File: src/rtl/auxfe_pkg.sv
package auxfe_pkg;

    localparam int unsigned AUX_MAX_BYTES = 16;
    localparam int unsigned AUX_WORDS     = AUX_MAX_BYTES / 4;
    localparam int unsigned CNT_W         = $clog2(AUX_MAX_BYTES + 2) + 0;

    // Register byte offsets
    localparam int unsigned OFS_CMD  = 32'h050;
    localparam int unsigned OFS_WDAT = 32'h054;
    localparam int unsigned OFS_RDAT = 32'h064;
    localparam int unsigned OFS_REQ  = 32'h074;
    localparam int unsigned OFS_STAT = 32'h078;
    localparam int unsigned OFS_RSTC = 32'h080;

    localparam logic [7:0] REPLY_ACK     = 8'h00;
    localparam logic [4:0] PULSE_DEFAULT = 5'd9;

    // Command word layout: [28] address only, [27:8] address, [7:4] length-1, [3:0] code
    typedef struct packed {
        logic        addr_only;
        logic [19:0] addr;
        logic [3:0]  len_m1;
        logic [3:0]  code;
    } cmd_t;

    typedef enum logic [1:0] {
        COL_IDLE = 2'd0,
        COL_WAIT = 2'd1,
        COL_RECV = 2'd2
    } col_state_e;

endpackage

File: src/rtl/aux_req_ser.sv
module aux_req_ser
    import auxfe_pkg::*;
(
    input  logic                              clk,
    input  logic                              rst_n,
    input  logic                              start,
    input  logic                              abort,
    input  cmd_t                              cmd,
    input  logic [AUX_MAX_BYTES-1:0][7:0]     payload,
    input  logic                              req_ready,
    output logic                              req_valid,
    output logic [7:0]                        req_data,
    output logic                              req_last,
    output logic                              sent
);

    typedef struct packed {
        logic       active;
        logic [4:0] idx;
        logic [4:0] last_idx;
        logic       sent;
    } ser_t;

    ser_t q, d;
    logic [4:0] pay_off;

    always_comb begin
        d      = q;
        d.sent = 1'b0;
        if (abort) begin
            d.active = 1'b0;
        end else if (start && !q.active) begin
            d.active = 1'b1;
            d.idx    = '0;
            if (cmd.addr_only)
                d.last_idx = 5'd2;
            else if (!cmd.code[0])
                d.last_idx = 5'd4 + 5'(cmd.len_m1);
            else
                d.last_idx = 5'd3;
        end else if (q.active && req_ready) begin
            if (q.idx == q.last_idx) begin
                d.active = 1'b0;
                d.sent   = 1'b1;
            end else begin
                d.idx = q.idx + 5'd1;
            end
        end
    end

    always_ff @(posedge clk or negedge rst_n) begin
        if (!rst_n) q <= '0;
        else        q <= d;
    end

    assign pay_off = q.idx - 5'd4;

    always_comb begin
        case (q.idx)
            5'd0:    req_data = {cmd.code, cmd.addr[19:16]};
            5'd1:    req_data = cmd.addr[15:8];
            5'd2:    req_data = cmd.addr[7:0];
            5'd3:    req_data = {4'h0, cmd.len_m1};
            default: req_data = payload[pay_off[3:0]];
        endcase
    end

    assign req_valid = q.active;
    assign req_last  = q.active && (q.idx == q.last_idx);
    assign sent      = q.sent;

    AST_REQ_HOLD: assert property (@(posedge clk) disable iff (!rst_n)
        (req_valid && !req_ready && !abort) |=> (req_valid && $stable(req_data))) else $error("hold");
    AST_SENT_AFTER_LAST: assert property (@(posedge clk) disable iff (!rst_n)
        sent |-> ($past(req_last) && $past(req_ready) && !req_valid)) else $error("sent");

endmodule

File: src/rtl/aux_rep_col.sv
module aux_rep_col
    import auxfe_pkg::*;
#(
    parameter int unsigned TIMEOUT_CYCLES = 400
) (
    input  logic                          clk,
    input  logic                          rst_n,
    input  logic                          clr,
    input  logic                          arm,
    input  logic                          abort,
    input  logic                          is_read,
    input  logic                          timer_en,
    input  logic                          rep_valid,
    input  logic [7:0]                    rep_data,
    input  logic                          rep_last,
    output logic                          done,
    output logic                          timed_out,
    output logic [7:0]                    code,
    output logic [4:0]                    ready_cnt,
    output logic [7:0]                    partial,
    output logic [AUX_MAX_BYTES-1:0][7:0] rd_bytes
);

    localparam int unsigned TMR_W = $clog2(TIMEOUT_CYCLES + 1);

    typedef struct packed {
        col_state_e                    state;
        logic                          ack;
        logic [TMR_W-1:0]              tmr;
        logic                          done;
        logic                          tout;
        logic [7:0]                    code;
        logic [4:0]                    cnt;
        logic [7:0]                    part;
        logic [AUX_MAX_BYTES-1:0][7:0] rdb;
    } col_t;

    col_t q, d;
    logic [4:0] widx;

    assign widx = q.cnt - 5'd1;

    always_comb begin
        d      = q;
        d.done = 1'b0;
        if (abort) begin
            d.state = COL_IDLE;
        end else begin
            if (clr) begin
                d.tout = 1'b0;
                d.code = '0;
                d.cnt  = '0;
                d.part = '0;
            end
            if (arm) begin
                d.state = COL_WAIT;
                d.tmr   = '0;
            end else begin
                case (q.state)
                    COL_WAIT: begin
                        if (rep_valid) begin
                            d.code = rep_data;
                            d.cnt  = 5'd1;
                            d.ack  = (rep_data == REPLY_ACK);
                            if (rep_last) begin
                                d.state = COL_IDLE;
                                d.done  = 1'b1;
                            end else begin
                                d.state = COL_RECV;
                            end
                        end else if (timer_en) begin
                            if (q.tmr == TMR_W'(TIMEOUT_CYCLES - 1)) begin
                                d.tout  = 1'b1;
                                d.done  = 1'b1;
                                d.state = COL_IDLE;
                            end else begin
                                d.tmr = q.tmr + 1'b1;
                            end
                        end
                    end
                    COL_RECV: begin
                        if (rep_valid) begin
                            if (q.ack) begin
                                if (q.cnt != 5'd31)
                                    d.cnt = q.cnt + 5'd1;
                                if (is_read) begin
                                    if (q.cnt <= 5'(AUX_MAX_BYTES))
                                        d.rdb[widx[3:0]] = rep_data;
                                end else begin
                                    d.part = rep_data;
                                end
                            end
                            if (rep_last) begin
                                d.state = COL_IDLE;
                                d.done  = 1'b1;
                            end
                        end
                    end
                    default: ;
                endcase
            end
        end
    end

    always_ff @(posedge clk or negedge rst_n) begin
        if (!rst_n) q <= '0;
        else        q <= d;
    end

    assign done      = q.done;
    assign timed_out = q.tout;
    assign code      = q.code;
    assign ready_cnt = q.cnt;
    assign partial   = q.part;
    assign rd_bytes  = q.rdb;

    AST_NACK_COUNT_HELD: assert property (@(posedge clk) disable iff (!rst_n)
        (q.state == COL_RECV && !q.ack) |=> $stable(q.cnt)) else $error("nack");
    AST_TIMEOUT_ENDS: assert property (@(posedge clk) disable iff (!rst_n)
        $rose(q.tout) |-> (q.done && q.state == COL_IDLE)) else $error("tout");
    AST_TIMER_OFF: assert property (@(posedge clk) disable iff (!rst_n)
        (q.state == COL_WAIT && !timer_en && !clr) |=> !q.tout) else $error("timer off");

endmodule

File: src/rtl/aux_xact_ctrl.sv
module aux_xact_ctrl
    import auxfe_pkg::*;
#(
    parameter int unsigned ADDR_W         = 12,
    parameter int unsigned TIMEOUT_CYCLES = 400
) (
    input  logic              clk,
    input  logic              rst_n,
    input  logic              reg_wr,
    input  logic [ADDR_W-1:0] reg_addr,
    input  logic [31:0]       reg_wdata,
    output logic [31:0]       reg_rdata,
    output logic              req_valid,
    output logic [7:0]        req_data,
    output logic              req_last,
    input  logic              req_ready,
    input  logic              rep_valid,
    input  logic [7:0]        rep_data,
    input  logic              rep_last
);

    typedef struct packed {
        cmd_t                          cmd;
        logic [AUX_WORDS-1:0][31:0]    wdat;
        logic                          sync_sel;
        logic                          tmr_en;
        logic [4:0]                    pulse;
        logic                          aux_run;
        logic                          busy;
        logic                          start;
    } top_t;

    top_t q, d;

    logic                          abort;
    logic                          sent;
    logic                          col_done;
    logic                          col_tout;
    logic [7:0]                    col_code;
    logic [4:0]                    col_cnt;
    logic [7:0]                    col_part;
    logic [AUX_MAX_BYTES-1:0][7:0] col_rdb;
    logic [AUX_WORDS-1:0][31:0]    rd_words;
    logic [AUX_MAX_BYTES-1:0][7:0] pay_bytes;

    assign abort     = !q.aux_run;
    assign rd_words  = col_rdb;
    assign pay_bytes = q.wdat;

    always_comb begin
        d       = q;
        d.start = 1'b0;
        if (col_done || abort)
            d.busy = 1'b0;
        if (reg_wr) begin
            if (reg_addr == ADDR_W'(OFS_CMD) && !q.busy)
                d.cmd = cmd_t'(reg_wdata[28:0]);
            for (int k = 0; k < int'(AUX_WORDS); k++) begin
                if (reg_addr == ADDR_W'(OFS_WDAT + 4 * k) && !q.busy)
                    d.wdat[k] = reg_wdata;
            end
            if (reg_addr == ADDR_W'(OFS_REQ) && !q.busy) begin
                d.sync_sel = reg_wdata[1];
                d.tmr_en   = reg_wdata[2];
                d.pulse    = reg_wdata[13:9];
                if (reg_wdata[0] && q.aux_run) begin
                    d.busy  = 1'b1;
                    d.start = 1'b1;
                end
            end
            if (reg_addr == ADDR_W'(OFS_RSTC))
                d.aux_run = reg_wdata[4];
        end
    end

    always_ff @(posedge clk or negedge rst_n) begin
        if (!rst_n) begin
            q         <= '0;
            q.tmr_en  <= 1'b1;
            q.pulse   <= PULSE_DEFAULT;
            q.aux_run <= 1'b1;
        end else begin
            q <= d;
        end
    end

    always_comb begin
        reg_rdata = '0;
        if (reg_addr == ADDR_W'(OFS_CMD))
            reg_rdata = {3'b0, q.cmd};
        for (int k = 0; k < int'(AUX_WORDS); k++) begin
            if (reg_addr == ADDR_W'(OFS_WDAT + 4 * k))
                reg_rdata = q.wdat[k];
            if (reg_addr == ADDR_W'(OFS_RDAT + 4 * k))
                reg_rdata = rd_words[k];
        end
        if (reg_addr == ADDR_W'(OFS_REQ))
            reg_rdata = {18'b0, q.pulse, 6'b0, q.tmr_en, q.sync_sel, q.busy};
        if (reg_addr == ADDR_W'(OFS_STAT))
            reg_rdata = {7'b0, col_part, col_cnt, col_code, 3'b0, col_tout};
        if (reg_addr == ADDR_W'(OFS_RSTC))
            reg_rdata = {27'b0, q.aux_run, 4'b0};
    end

    aux_req_ser u_ser (
        .clk       (clk),
        .rst_n     (rst_n),
        .start     (q.start),
        .abort     (abort),
        .cmd       (q.cmd),
        .payload   (pay_bytes),
        .req_ready (req_ready),
        .req_valid (req_valid),
        .req_data  (req_data),
        .req_last  (req_last),
        .sent      (sent)
    );

    aux_rep_col #(
        .TIMEOUT_CYCLES (TIMEOUT_CYCLES)
    ) u_col (
        .clk       (clk),
        .rst_n     (rst_n),
        .clr       (q.start),
        .arm       (sent),
        .abort     (abort),
        .is_read   (q.cmd.code[0]),
        .timer_en  (q.tmr_en),
        .rep_valid (rep_valid),
        .rep_data  (rep_data),
        .rep_last  (rep_last),
        .done      (col_done),
        .timed_out (col_tout),
        .code      (col_code),
        .ready_cnt (col_cnt),
        .partial   (col_part),
        .rd_bytes  (col_rdb)
    );

    AST_CMD_FROZEN: assert property (@(posedge clk) disable iff (!rst_n)
        q.busy |=> ($stable(q.cmd) && $stable(q.wdat) && $stable(q.tmr_en))) else $error("frozen");
    AST_DONE_CLEARS_GO: assert property (@(posedge clk) disable iff (!rst_n)
        col_done |=> !q.busy) else $error("done");
    AST_NO_REQ_WHEN_IDLE: assert property (@(posedge clk) disable iff (!rst_n)
        !q.busy |-> !req_valid) else $error("idle req");
    AST_AUX_RST_IDLE: assert property (@(posedge clk) disable iff (!rst_n)
        !q.aux_run |=> (!q.busy && !req_valid)) else $error("aux rst");

endmodule

File: config.mk
export PLATFORM = sky130hd
export DESIGN_NAME = aux_xact_ctrl
export DESIGN_NICKNAME = d
export VERILOG_FILES = /design/src/rtl/auxfe_pkg.sv /design/src/rtl/aux_req_ser.sv /design/src/rtl/aux_rep_col.sv /design/src/rtl/aux_xact_ctrl.sv
export SDC_FILE = /design/constraint.sdc
export NUM_CORES = 1
export LEC_CHECK = 0
export ABC_AREA = 1
export ABC_CLOCK_PERIOD_IN_PS = 2500
export CORE_ASPECT_RATIO = 2
export CORE_MARGIN = 1.5
export CORE_UTILIZATION = 55
export DETAILED_ROUTE_END_ITERATION = 16
export PLACE_DENSITY = 0.77
export REMOVE_ABC_BUFFERS = 1
export SLEW_MARGIN = 20
export SYNTH_ARGS = -nofsm -noshare
export SYNTH_HDL_FRONTEND = slang
export SYNTH_SLANG_ARGS = --single-unit
File: constraint.sdc
create_clock -name clk -period 2.5 [get_ports clk]
set_input_delay 0.5 -clock clk [delete_from_list [all_inputs] [get_ports clk]]
set_output_delay 0.5 -clock clk [all_outputs]
set_load 0.1 [all_outputs]
* After elaboration in Yosys (flattened, before gate mapping)
Cells that the tools add are included.
** Word-level totals
- Logic and storage cells :: 183
- Output and inout port bits :: 42
- Register bits after elaboration :: 342
** Operators by class
- Eq/ne operators :: 30
- Reduce and logical (&&, ||, !) cells :: 34
- Add/sub/neg operators :: 6
- Muxes and demuxes :: 66
- Order comparisons :: 4
- Bitwise operators :: 1
** Operators by type and width (count)
- 32-bit two-way mux :: 11
- 151-bit two-way mux :: 2
- 141-bit two-way mux :: 2
- 128-bit two-way mux :: 2
- 136-bit two-way mux :: 1
- 12-bit by 7-bit == test with 1-bit output, second input constant :: 11
- 128-bit bitwise mux :: 1
- 9-bit two-way mux :: 5
- 8-bit binary-select mux with 4-bit select :: 1
- 8-bit demux with 4-bit select :: 1
- 8-bit one-hot mux with 4 select lines :: 1
- 29-bit two-way mux :: 1
- 2-bit two-way mux :: 12
- 8-bit two-way mux :: 3
- 22-bit two-way mux :: 1
- 5-bit two-way mux :: 4
- 2-bit AND reduction :: 9
- 13-bit two-way mux :: 1
- 12-bit by 8-bit == test with 1-bit output, second input constant :: 1
- 6-bit two-way mux :: 2
- 1-bit logical AND :: 11
- 1-bit two-way mux :: 11
- 11-bit two-way mux :: 1
- 5-bit by 1-bit adder with 5-bit output, second input constant :: 2
- 33 further kinds :: 44

* Longest topological paths before layout
Gate-level depths: netlist of run 1.
- Word-level depth :: 13
- Mapped depth :: 14
- Gate-level depth less buffers :: 14

* Cells and area by module
A second synthesis of run 1 with hierarchy kept.
** Unflattened totals
- Cells, all modules :: 2940
- Area total of the unflattened synthesis :: 20805.0 sq um
** By module, submodules not included
- aux_xact_ctrl :: area an instance 9564.2 sq um, cells an instance 1388, sequential area each 4184.0 sq um, times used 1
- aux_rep_col :: area an instance 8638.3 sq um, cells an instance 1007, sequential area each 4078.9 sq um, times used 1
- aux_req_ser :: area an instance 2602.5 sq um, cells an instance 545, sequential area each 300.3 sq um, times used 1

* Worst setup path before layout of run 1
Ideal clock, no wire load.
- Path type :: register -> output
- From :: register u_ser.q[7] (netlist name)
- To :: output req_data[4]
- Slack :: -1.605 ns
- Cell stages (with the launch flop) :: 10
- Data arrival time :: 3.605 ns
- Data required time :: 2.000 ns
- Cells stage by stage :: dfrtp_1 > clkbuf_1 > inv_1 > clkbuf_1 > ha_1 > nand3_1 > inv_1 > nor4_2 > a211oi_1 > a31oi_1
** Between the ends
- Word-level cells in the longest chain between the ends :: 4
** RTL lines
- start, declared :: line aux_req_ser.sv:24 : ser_t q, d;
- start signal, assigned :: line aux_req_ser.sv:52 : if (!rst_n) q <= '0;
- start signal, assigned :: line aux_req_ser.sv:53 : else q <= d;
- 4-bit by 3-bit subtractor with 4-bit output :: line aux_req_ser.sv:56 : assign pay_off = q.idx - 5'd4;
- 8-bit binary-select mux with 4-bit select :: line aux_req_ser.sv:64 : default: req_data = payload[pay_off[3:0]];
- 8-bit two-way mux (not written as such) :: line aux_req_ser.sv:64
- 8-bit one-hot mux with 4 select lines * :: line aux_req_ser.sv:59 : case (q.idx)
- end, declared :: line aux_xact_ctrl.sv:14 : output logic [7:0] req_data,
Every way passes the cells marked *; elsewhere a longest branch is shown, timed or not. The select of a mux whose other input is x is not followed.

* Worst setup path after layout of run 1
- From :: input reg_addr[11]
- To :: output reg_rdata[7]
** Between the ends
- Word-level cells in the longest chain between the ends :: 13
** RTL lines
- start, declared :: line aux_xact_ctrl.sv:10 : input logic [ADDR_W-1:0] reg_addr,
- 12-bit by 7-bit == test with 1-bit output :: line aux_xact_ctrl.sv:89 : if (reg_addr == ADDR_W'(OFS_CMD))
- 29-bit two-way mux :: line aux_xact_ctrl.sv:89
- 32-bit two-way mux :: line aux_xact_ctrl.sv:92 : if (reg_addr == ADDR_W'(OFS_WDAT + 4 * k))
- 32-bit two-way mux :: line aux_xact_ctrl.sv:94 : if (reg_addr == ADDR_W'(OFS_RDAT + 4 * k))
- 32-bit two-way mux :: line aux_xact_ctrl.sv:92
- 32-bit two-way mux :: line aux_xact_ctrl.sv:94
- 32-bit two-way mux :: line aux_xact_ctrl.sv:92
- 32-bit two-way mux :: line aux_xact_ctrl.sv:94
- 32-bit two-way mux :: line aux_xact_ctrl.sv:92
- 32-bit two-way mux :: line aux_xact_ctrl.sv:94
- 32-bit two-way mux :: line aux_xact_ctrl.sv:97 : if (reg_addr == ADDR_W'(OFS_REQ))
- 32-bit two-way mux :: line aux_xact_ctrl.sv:99 : if (reg_addr == ADDR_W'(OFS_STAT))
- 32-bit two-way mux * :: line aux_xact_ctrl.sv:101 : if (reg_addr == ADDR_W'(OFS_RSTC))
- end, declared :: line aux_xact_ctrl.sv:12 : output logic [31:0] reg_rdata,
Every way passes the cells marked *; elsewhere a longest branch is shown, timed or not.

==> reports/summary.txt, run 1 <==
status: finished, violations left
cell count after synthesis: 2310
relative slew slack: 25.5%
Mapped Area: 0.0177 mm²
dpl hpwl: 48000 µm
Synth cell types: 55
clk_skew: 30.5 ps
vias in the first global route: 18430
core area: 0.0317 mm²
GRT Total Usage: 42.3%
proportion of layout cells with a drive suffix above 1: 26.6%
worst flop-to-flop path startpoint: u_ser.q[6]$_DFFE_PN0P_
grt ovf: 0
worst-case clock buffer depth: 3
Synth Flop Type: dfrtp_1
FF-to-FF setup slack: -310 ps
Pwr Density: 468 mW/mm²
pin count of the biggest net entering global routing: 68
chip height: 257 µm
Worst Path Class, Setup: primary input to output port
sum of negative setup slack: -23020 ps
maximum clock frequency: 294 MHz
Slew @ Worst Pin: 1110 ps
Ports: 100
DIE AREA: 0.0334 mm²
Max Cap Viol: 0
violations in the final reports: negative setup slack
Yosys warning count: 0
final design utilization: 77.2%
clock sinks: 342
initial antenna violation count: 2
number of synthesized flops with an enable pin: 0
Crit. End Element: output port
area delta synth->final: 37.9%
RR Endpoint: u_ser.q[10]$_DFFE_PN0P_
post-synthesis sequential area ratio: 48.3%
CTS clk-pin slew, worst paths: 70 ps
Worst VDD drop: 0.894 mV
Reg area: 0.00857 mm²
Placed Cells: 2886
mean area per synthesized cell: 7.68 µm²
filler instances: 2204
fin. max-slew vios: 0
fin nets: 2650
vias post-DR: 19067
Initial Utilization: 56.0%
Final setup viols: 46
CTS tree: built
final worst setup slack: -896 ps
Non-Filler Instances: 3025
unrepaired setup endpoints after global routing: yes
GPL Wtd Cong: 0.962
final hold violation count: 0
Max FO, Critical Path: 6
final worst-path cycle share: 136%
Async S/R FF share, synth: 100%
Hold WC Path Type: primary input to async pin
residual DRC count: 0
tightest hold margin: 461 ps
Worst R2R Path Depth: 17
Synth Register Bits: 342
Num CTS Buffers: 31
CTS root buf: clkbuf_16
DRT iter0 DRCs: 2104
CP Launch Type: primary input
remaining antenna violation count: 0
crit path launch: reg_addr[11]
worst-skew pair later-pin latency: 610 ps
via-per-instance ratio: 6.30
Wirelength per Cell: 25.0 µm
Static Leak: 0.0112 µW
Multi-input gate area: 0.00911 mm²
PortBufs: 99
DR pass1 iterations: 8
first-pass GRT wire length: 105000 µm
FP Rows: 92
Die X: 130 µm
CP required: 2000 ps
Routed WL: 75700 µm
worst path arrival time: 2900 ps
H-tree Lvls: 1
fin crit period: 3400 ps
==> placed cells by master, fill, tap and decap left out, drive strengths merged, types with 2 or more instances in the layout <==
cell type / instances
nand2: 657
o21ai: 473
dfrtp: 338
buf: 295
inv: 207
nor2: 172
a21oi: 89
nand3: 79
clkbuf: 54
clkdlybuf4s50: 44
o211ai: 33
nand4: 25
o22ai: 18
ha: 16
clkinv: 13
o221ai: 11
or2: 10
a221oi: 7
o21bai: 7
nand3b: 5
xor2: 5
nor3: 5
nor4: 5
o31ai: 4
dfstp: 4
a22oi: 3
clkinvlp: 3
bufinv: 3
and3: 2
bufbuf: 2
a31oi: 2
==> synthesized netlist by cell type (5+ instances only) <==
cell type / n / area share, %
dfrtp_1: 338 / 48
nor2_1: 155 / 3.3
clkbuf_1: 67 / 1.4
o22ai_1: 18 / 0.64
nand3_1: 76 / 2.1
nand3b_1: 5 / 0.21
nand2_1: 632 / 13
inv_2: 10 / 0.21
o21bai_1: 7 / 0.30
o221ai_1: 11 / 0.54
nor2_4: 11 / 0.70
buf_6: 5 / 0.32
xor2_1: 5 / 0.25
buf_2: 40 / 1.1
nand4_1: 25 / 0.88
o211ai_1: 33 / 1.4
or2_2: 5 / 0.18
nor2_2: 6 / 0.21
a21oi_1: 88 / 2.5
o21ai_1: 140 / 4.0
o21ai_0: 333 / 9.4
ha_1: 16 / 1.1
inv_1: 195 / 4.1
nand2_2: 23 / 0.81
a221oi_1: 7 / 0.35
nor3_1: 5 / 0.14
==> power breakdown <==
group / total (µW) / internal, µW / switching (µW)
Sequential: 5700 / 5620 / 77.1
Combinational: 789 / 255 / 534
Clock: 4960 / 2720 / 2240
==> metrics by stage <==
stage	power (µW)	setup WS [ps]	area [µm²]
2_1_floorplan	6060	-3570	17200
3_3_place_gp	6500	-1070	20700
3_5_place_dp	6510	-1090	20700
4_1_cts	11400	-586	23200
5_1_grt	11700	-967	24500
6_report	11500	-896	24500
==> worst max-delay path by stage <==
stage / slack [ps] / to
4_1_cts: -590 / req_data[4]
3_3_place_gp: -1070 / reg_rdata[16]
5_1_grt: -970 / reg_rdata[7]
2_1_floorplan: -3570 / req_data[4]
3_5_place_dp: -1090 / reg_rdata[16]
6_report: -900 / reg_rdata[7]
==> routing by layer <==
layer  up-vias  track usage [%]  wire (µm)
li1       8169                -          -
met1      8882             47.0      24300
met2      1422             67.9      35300
met3       590             7.69       7190
met4         4             38.0       8890
met5         -                0         77
==> final cells by class <==
| cell class | instances | share of cell area [%] |
|---|---|---|
| Clock inverter | 14 | 0.640 |
| Multi-Input combinational cell | 1637 | 37.3 |
| Timing Repair inverter | 1 | 0.0461 |
| Inverter | 211 | 3.50 |
| Antenna cell | 1 | 0.0102 |
| Sequential cell | 342 | 35.0 |
| Timing Repair Buffer | 352 | 17.8 |
| Clock buffer | 44 | 3.54 |
| Tap cell | 423 | 2.16 |
==> what timing repair did <==
| action | in CTS | in global routing |
|---|---|---|
| pin swaps | 114 | 134 |
| gates cloned | 8 | 9 |
| hold buffers | 1 | 0 |
| buffers inserted | 44 | 37 |
| endpoints found under the hold margin | 57 | 0 |
| endpoints found under the setup margin | 41 | 48 |
| gates resized for setup | 326 | 277 |
==> kinds of logic after synthesis <==
family | count (synthesis) | synth area share, %
muxes | 1 | 0.0565
AOI/OAI and AO/OA | 653 | 19.7
adders and majority gates | 16 | 1.13
buffers and inverters | 331 | 7.63
and+or+nand+nor | 961 | 22.9
xor gates and xnor gates | 6 | 0.296
DFF | 342 | 48.3
==> critical path: stages <==
cell	delay [ps]
buf_6	90
nor2_4	130
nand2_4	100
buf_6	140
inv_8	70
nand2_2	100
inv_2	70
nand2_2	90
o21ai_0	890
o21bai_1	250
nand2_2	110
nand2_2	80
o21ai_2	70
clkbuf_16	200
Note: power is estimated with default switching activity, not from simulation.
==> inputs of run 2 (changes only) <==
--- a/config.mk
+++ b/config.mk
@@ -11,6 +11,7 @@
 export CORE_MARGIN = 1.5
 export CORE_UTILIZATION = 55
 export DETAILED_ROUTE_END_ITERATION = 16
+export MAX_ROUTING_LAYER = met4
 export PLACE_DENSITY = 0.77
 export REMOVE_ABC_BUFFERS = 1
 export SLEW_MARGIN = 20
==> run 2 against run 1 <==
The run still ends with negative setup slack left. Sequential power about the same. Core utilization down 2.4 points. Cell area down 3.1%. Combinational power up 2%. Fmax up 10%. Largest cell class unchanged. Clock power down 2%. Hold slack worse by 24 ps. Critical endpoint is now req_data[4]. Clock skew down 14 ps. Global-route usage up 1.3 points. Sequential share of layout area up 1.1 points. Largest power group unchanged.
==> reports/summary.txt, run 2 (synthesized netlist as in run 1, its figures left out) <==
status: finished, violations left (unchanged)
violations in the final reports: negative setup slack (unchanged)
Placed Cells: 2895 (was 2886)
final worst-path cycle share: 123% (was 136%)
GRT Total Usage: 43.6% (was 42.3%)
grt ovf: 0 (unchanged)
GPL Wtd Cong: 0.987 (was 0.962)
DRT iter0 DRCs: 2081 (was 2104)
DIE AREA: 0.0334 mm² (unchanged)
FF-to-FF setup slack: 230 ps (was -310 ps)
worst path arrival time: 2590 ps (was 2900 ps)
maximum clock frequency: 324 MHz (was 294 MHz)
Hold WC Path Type: primary input to async pin (unchanged)
pin count of the biggest net entering global routing: 63 (was 68)
CP Launch Type: flip-flop (was primary input)
core area: 0.0317 mm² (unchanged)
remaining antenna violation count: 0 (unchanged)
most common cell after layout, fill and taps aside: nand2_1 (unchanged)
CTS tree: built (unchanged)
H-tree Lvls: 1 (unchanged)
Wirelength per Cell: 24.2 µm (was 25.0 µm)
tightest hold margin: 437 ps (was 461 ps)
worst-case clock buffer depth: 3 (unchanged)
fin crit period: 3090 ps (was 3400 ps)
most frequent cells in the layout: nand2_1 (560), dfrtp_1 (336), o21ai_0 (269) (was nand2_1 (541), dfrtp_1 (336), o21ai_0 (262))
chip height: 257 µm (unchanged)
final design utilization: 74.9% (was 77.2%)
Num CTS Buffers: 31 (unchanged)
worst flop-to-flop path startpoint: q[2]$_DFFE_PN1P_ (was u_ser.q[6]$_DFFE_PN0P_)
residual DRC count: 0 (unchanged)
vias post-DR: 18685 (was 19067)
clk_skew: 16.8 ps (was 30.5 ps)
area delta synth->final: 33.7% (was 37.9%)
CTS clk-pin slew, worst paths: 70 ps (about the same)
fin. max-slew vios: 0 (unchanged)
Ports: 100 (unchanged)
first-pass GRT wire length: 105000 µm (about the same)
proportion of layout cells with a drive suffix above 1: 23.9% (was 26.6%)
Pwr Density: 479 mW/mm² (was 468 mW/mm²)
initial antenna violation count: 2 (unchanged)
final hold violation count: 0 (unchanged)
Worst VDD drop: 0.694 mV (was 0.894 mV)
RR Endpoint: u_ser.q[8]$_DFFE_PN0P_ (was u_ser.q[10]$_DFFE_PN0P_)
Initial Utilization: 56.0% (unchanged)
Crit. End Element: output port (unchanged)
via-per-instance ratio: 6.20 (was 6.30)
Routed WL: 72800 µm (was 75700 µm)
vias in the first global route: 17922 (was 18430)
clock sinks: 342 (unchanged)
CP required: 2000 ps (about the same)
worst-skew pair later-pin latency: 590 ps (was 610 ps)
final worst setup slack: -587 ps (was -896 ps)
PortBufs: 99 (unchanged)
FP Rows: 92 (unchanged)
relative slew slack: 60.1% (was 25.5%)
dpl hpwl: 48800 µm (was 48000 µm)
unrepaired setup endpoints after global routing: yes (unchanged)
CTS root buf: clkbuf_16 (unchanged)
Static Leak: 0.0110 µW (was 0.0112 µW)
Worst Path Class, Setup: flip-flop to output port (was primary input to output port)
Max Cap Viol: 0 (unchanged)
Non-Filler Instances: 3013 (was 3025)
Slew @ Worst Pin: 597 ps (was 1110 ps)
DR pass1 iterations: 6 (was 8)
Die X: 130 µm (unchanged)
Worst R2R Path Depth: 8 (was 17)
fin nets: 2637 (was 2650)
Max FO, Critical Path: 14 (was 6)
Final setup viols: 41 (was 46)
==> run 2: repair_timing <==
action	in CTS	in global routing
gates cloned	11	3
hold endpoints to repair	36	0
buffers inserted	31	21
pin swaps	109	124
setup endpoints to repair	41	41
hold buffers	1	0
gates resized for setup	320	146
==> run 2: routing by layer <==
metal | GRT usage (%) | routed length (µm)
met3 | 7.15 | 6570
met1 | 48.2 | 23900
met2 | 68.7 | 34600
met4 | 34.9 | 7600
met5 | - | 0
==> run 2: area by class of cell <==
class	instances	area [µm²]
Sequential cell	342	8570
Timing Repair inverter	1	11.3
Fill cell	2368	7950
Clock inverter	7	68.8
Timing Repair Buffer	338	4010
Antenna cell	2	5.00
Multi-Input combinational cell	1638	8730
Inverter	211	838
Clock buffer	51	941
Tap cell	423	529
==> run 2: power breakdown <==
group,total (µW),internal [µW],switching (µW)
Sequential,5700,5620,76.1
Clock,4860,2660,2200
Combinational,801,258,543
Total,11400,8550,2820
==> run 2: stage by stage <==
step	power, µW	setup slack (ps)	cell area [µm²]	setup TNS, ps
4_1_cts	11400	-462	23000	-15400
2_1_floorplan	6060	-3570	17200	-84140
6_report	11400	-587	23700	-18670
3_3_place_gp	6520	-962	20800	-30380
3_5_place_dp	6540	-970	20800	-33240
5_1_grt	11600	-624	23700	-21240
==> run 2: worst max-delay path, stage by stage, from the launching register on <==
cell and delay [ps]:
dfrtp_2 490, clkinv_4 140, buf_12 180, buf_12 160
o21ai_0 280, o22ai_1 130, o211ai_1 180, a31oi_1 110
bufbuf_16 330
==> run 2: worst max-delay path by stage <==
stage | startpoint | endpoint | depth (start not counted)
finish | u_ser.q[6]$_DFFE_PN0P_ | req_data[4] | 8
CTS | u_ser.q[6]$_DFFE_PN0P_ | req_data[4] | 9
global placement | reg_addr[10] | reg_rdata[26] | 13
floorplan | u_ser.q[6]$_DFFE_PN0P_ | req_data[4] | 7
global route | reg_addr[7] | reg_rdata[28] | 16
detailed placement | reg_addr[10] | reg_rdata[26] | 13
==> inputs of run 3 (changes only) <==
--- a/config.mk
+++ b/config.mk
@@ -8,8 +8,9 @@
 export ABC_AREA = 1
 export ABC_CLOCK_PERIOD_IN_PS = 2500
 export CORE_ASPECT_RATIO = 2
-export CORE_MARGIN = 1.5
+export CORE_MARGIN = 2
 export CORE_UTILIZATION = 55
+export CTS_CLUSTER_DIAMETER = 30
 export DETAILED_ROUTE_END_ITERATION = 16
 export MAX_ROUTING_LAYER = met4
 export PLACE_DENSITY = 0.77
@@ -18,3 +19,4 @@
 export SYNTH_ARGS = -nofsm -noshare
 export SYNTH_HDL_FRONTEND = slang
 export SYNTH_SLANG_ARGS = --single-unit
+export TNS_END_PERCENT = 10
==> run 3 against run 2 <==
The flow still finishes with violations (negative setup slack). Setup slack improved by 32 ps. Combinational power is 0.5% lower. Wire length fell by 2.7%. Clock skew increased by 4.4 ps. Cell area is 0.15% higher. Sequential share of layout area is 0.055 points lower. Critical endpoint is now req_data[1]. Largest cell class is now sequential cells. Highest routed layer unchanged.
==> reports/summary.txt, run 3 (synthesized netlist as in run 1, its figures left out) <==
status: finished, violations left (unchanged)
violations in the final reports: negative setup slack (unchanged)
maximum clock frequency: 327 MHz (was 324 MHz)
crit path launch: u_ser.q[6]$_DFFE_PN0P_ (unchanged)
residual DRC count: 0 (unchanged)
worst-case clock buffer depth: 3 (unchanged)
core area: 0.0320 mm² (was 0.0317 mm²)
Ports: 100 (unchanged)
CP Launch Type: flip-flop (unchanged)
Critical Path Slowest Stage Cell: dfrtp_2 (unchanged)
proportion of layout cells with a drive suffix above 1: 21.6% (was 23.9%)
Worst VDD drop: 0.627 mV (was 0.694 mV)
dpl cell area: 0.0208 mm² (about the same)
Final setup viols: 41 (unchanged)
Die X: 131 µm (was 130 µm)
CTS clk-pin slew, worst paths: 60 ps (was 70 ps)
GRT Total Usage: 43.6% (about the same)
pre-CTS WS: -986 ps (was -970 ps)
worst-skew pair later-pin latency: 580 ps (was 590 ps)
Max Cap Viol: 0 (unchanged)
Setup crit end: req_data[1] (was req_data[4])
CTS root buf: clkbuf_16 (unchanged)
FF-to-FF setup slack: 160 ps (was 230 ps)
Hold WC Path Type: flip-flop to flip-flop (was primary input to async pin)
final hold violation count: 0 (unchanged)
clk_skew: 21.1 ps (was 16.8 ps)
unrepaired setup endpoints after global routing: yes (unchanged)
remaining antenna violation count: 0 (unchanged)
worst path arrival time: 2560 ps (was 2590 ps)
initial antenna violation count: 1 (was 2)
vias in the first global route: 18748 (was 17922)
cell area after layout: 0.0237 mm² (about the same)
Critical Path Stages: 9 (was 8)
Slowest Stage Delay on Critical Path: 450 ps (was 490 ps)
final worst-path cycle share: 122% (was 123%)
Slew @ Worst Pin: 653 ps (was 597 ps)
relative slew slack: 56.5% (was 60.1%)
H-tree Lvls: 2 (was 1)
dpl hpwl: 47700 µm (was 48800 µm)
most frequent cells in the layout: nand2_1 (595), dfrtp_1 (336), o21ai_0 (285) (was nand2_1 (560), dfrtp_1 (336), o21ai_0 (269))
pin count of the biggest net entering global routing: 70 (was 63)
PortBufs: 99 (unchanged)
vias post-DR: 18470 (was 18685)
Wirelength per Cell: 23.3 µm (was 24.2 µm)
Routed WL: 70800 µm (was 72800 µm)
CP required: 2000 ps (about the same)
CP Cell Sequence: buf_12, clkbuf_16, nor2_1, o22ai_1, o211ai_1, nand2_1, nand2_1, nand2_2, buf_12 (was clkinv_4, buf_12, buf_12, o21ai_0, o22ai_1, o211ai_1, a31oi_1, bufbuf_16)
most common cell after layout, fill and taps aside: nand2_1 (unchanged)
Max FO, Critical Path: 18 (was 14)
DR pass1 iterations: 6 (unchanged)
final worst setup slack: -555 ps (was -587 ps)
GPL Wtd Cong: 1.01 (was 0.987)
grt ovf: 0 (unchanged)
Num CTS Buffers: 46 (was 31)
area delta synth->final: 33.9% (was 33.7%)
Buf/Inv on CP: 3 (was 4)
chip height: 258 µm (was 257 µm)
DIE AREA: 0.0338 mm² (was 0.0334 mm²)
Static Leak: 0.0110 µW (about the same)
Pwr Density: 555 mW/mm² (was 479 mW/mm²)
FP Rows: 93 (was 92)
first-pass GRT wire length: 106000 µm (was 105000 µm)
clock sinks: 342 (unchanged)
Top Family by Delay on Critical Path: buffers and inverters (unchanged)
via-per-instance ratio: 6.07 (was 6.20)
Initial Utilization: 55.4% (was 56.0%)
Worst Path Class, Setup: flip-flop to output port (unchanged)
tightest hold margin: 445 ps (was 437 ps)
CTS tree: built (unchanged)
worst flop-to-flop path startpoint: u_col.ready_cnt[1]$_DFFE_PN0P_ (was q[2]$_DFFE_PN1P_)
Worst R2R Path Depth: 10 (was 8)
fin crit period: 3060 ps (was 3090 ps)
fin nets: 2651 (was 2637)
DRT iter0 DRCs: 2007 (was 2081)
Crit. End Element: output port (unchanged)
fin. max-slew vios: 0 (unchanged)
run 3: changes by cell type in the layout (fill, tap and decap cells not counted), sizes merged:
cell and change:
bufbuf +2, bufinv +1, clkinv +5, clkinvlp +3, diode -1, inv +15, nand2 -1
run 3: layer usage:
metal  up-vias  wire length [µm]  track usage [%]
met2      1145             33900             68.4
met1      8680             23200             47.0
met5         -                 0                -
met4         0              7620             36.3
met3       461              6020             7.91
li1       8184                 -                -
run 3: worst min-delay path by stage:
| stage | from | end | slack [ps] | cells after the start |
|---|---|---|---|---|
| final | u_col.done$_DFF_PN0_ | q[1]$_DFF_PN0_ | 450 | 1 |
| after global routing | u_col.done$_DFF_PN0_ | q[1]$_DFF_PN0_ | 470 | 1 |
| after CTS | u_col.done$_DFF_PN0_ | q[1]$_DFF_PN0_ | 450 | 1 |
| after detailed placement | u_col.done$_DFF_PN0_ | q[1]$_DFF_PN0_ | 440 | 1 |
| after global placement | u_col.done$_DFF_PN0_ | q[1]$_DFF_PN0_ | 430 | 1 |
| after floorplan | rst_n | async pin | 200 | 0 |
run 3: final cells by class:
type | instances | area [µm²]
inverters | 211 | 837
fillers | 2432 | 8260
repair buffers | 339 | 3960
clock buffers | 52 | 1220
diodes | 1 | 2.50
multi-input cells | 1637 | 8310
well taps | 427 | 534
clock inverters | 32 | 315
flip-flops and latches | 342 | 8570
run 3: repair_timing:
action	4_1_cts	5_1_grt
hold buffers	1	0
pin swaps	74	35
gates cloned	8	2
gates resized for setup	262	41
setup endpoints to repair	41	41
hold endpoints to repair	56	0
buffers inserted	47	9
run 3: through the flow:
| step | instances | power (µW) | util, % | TNS, ps |
|---|---|---|---|---|
| after global placement | 2895 | 6520 | 65.1 | -28260 |
| after CTS | 3032 | 13100 | 73.5 | -13510 |
| after floorplan | 2190 | 6060 | - | -84140 |
| after detailed placement | 2895 | 6530 | 65.1 | -32890 |
| final | 3041 | 13200 | 74.2 | -16160 |
| after global routing | 3041 | 13500 | 74.2 | -21350 |
run 3: worst register-to-register path, stage by stage (launching register included):
cell and delay, ps:
dfrtp_1 460, inv_1 130, ha_1 160, inv_1 80, or2_1 230, nand2_1 120
inv_1 80, nor2_1 340, nand2_2 330, nand2_1 170, o21ai_1 90
run 3: where the power goes:
| group | switching, µW | leakage (µW) | internal (µW) |
|---|---|---|---|
| Sequential | 80.5 | 0.00474 | 5630 |
| Clock | 2830 | 0.000750 | 3830 |
| Combinational | 527 | 0.00553 | 270 |
| Total | 3440 | 0.0110 | 9730 |
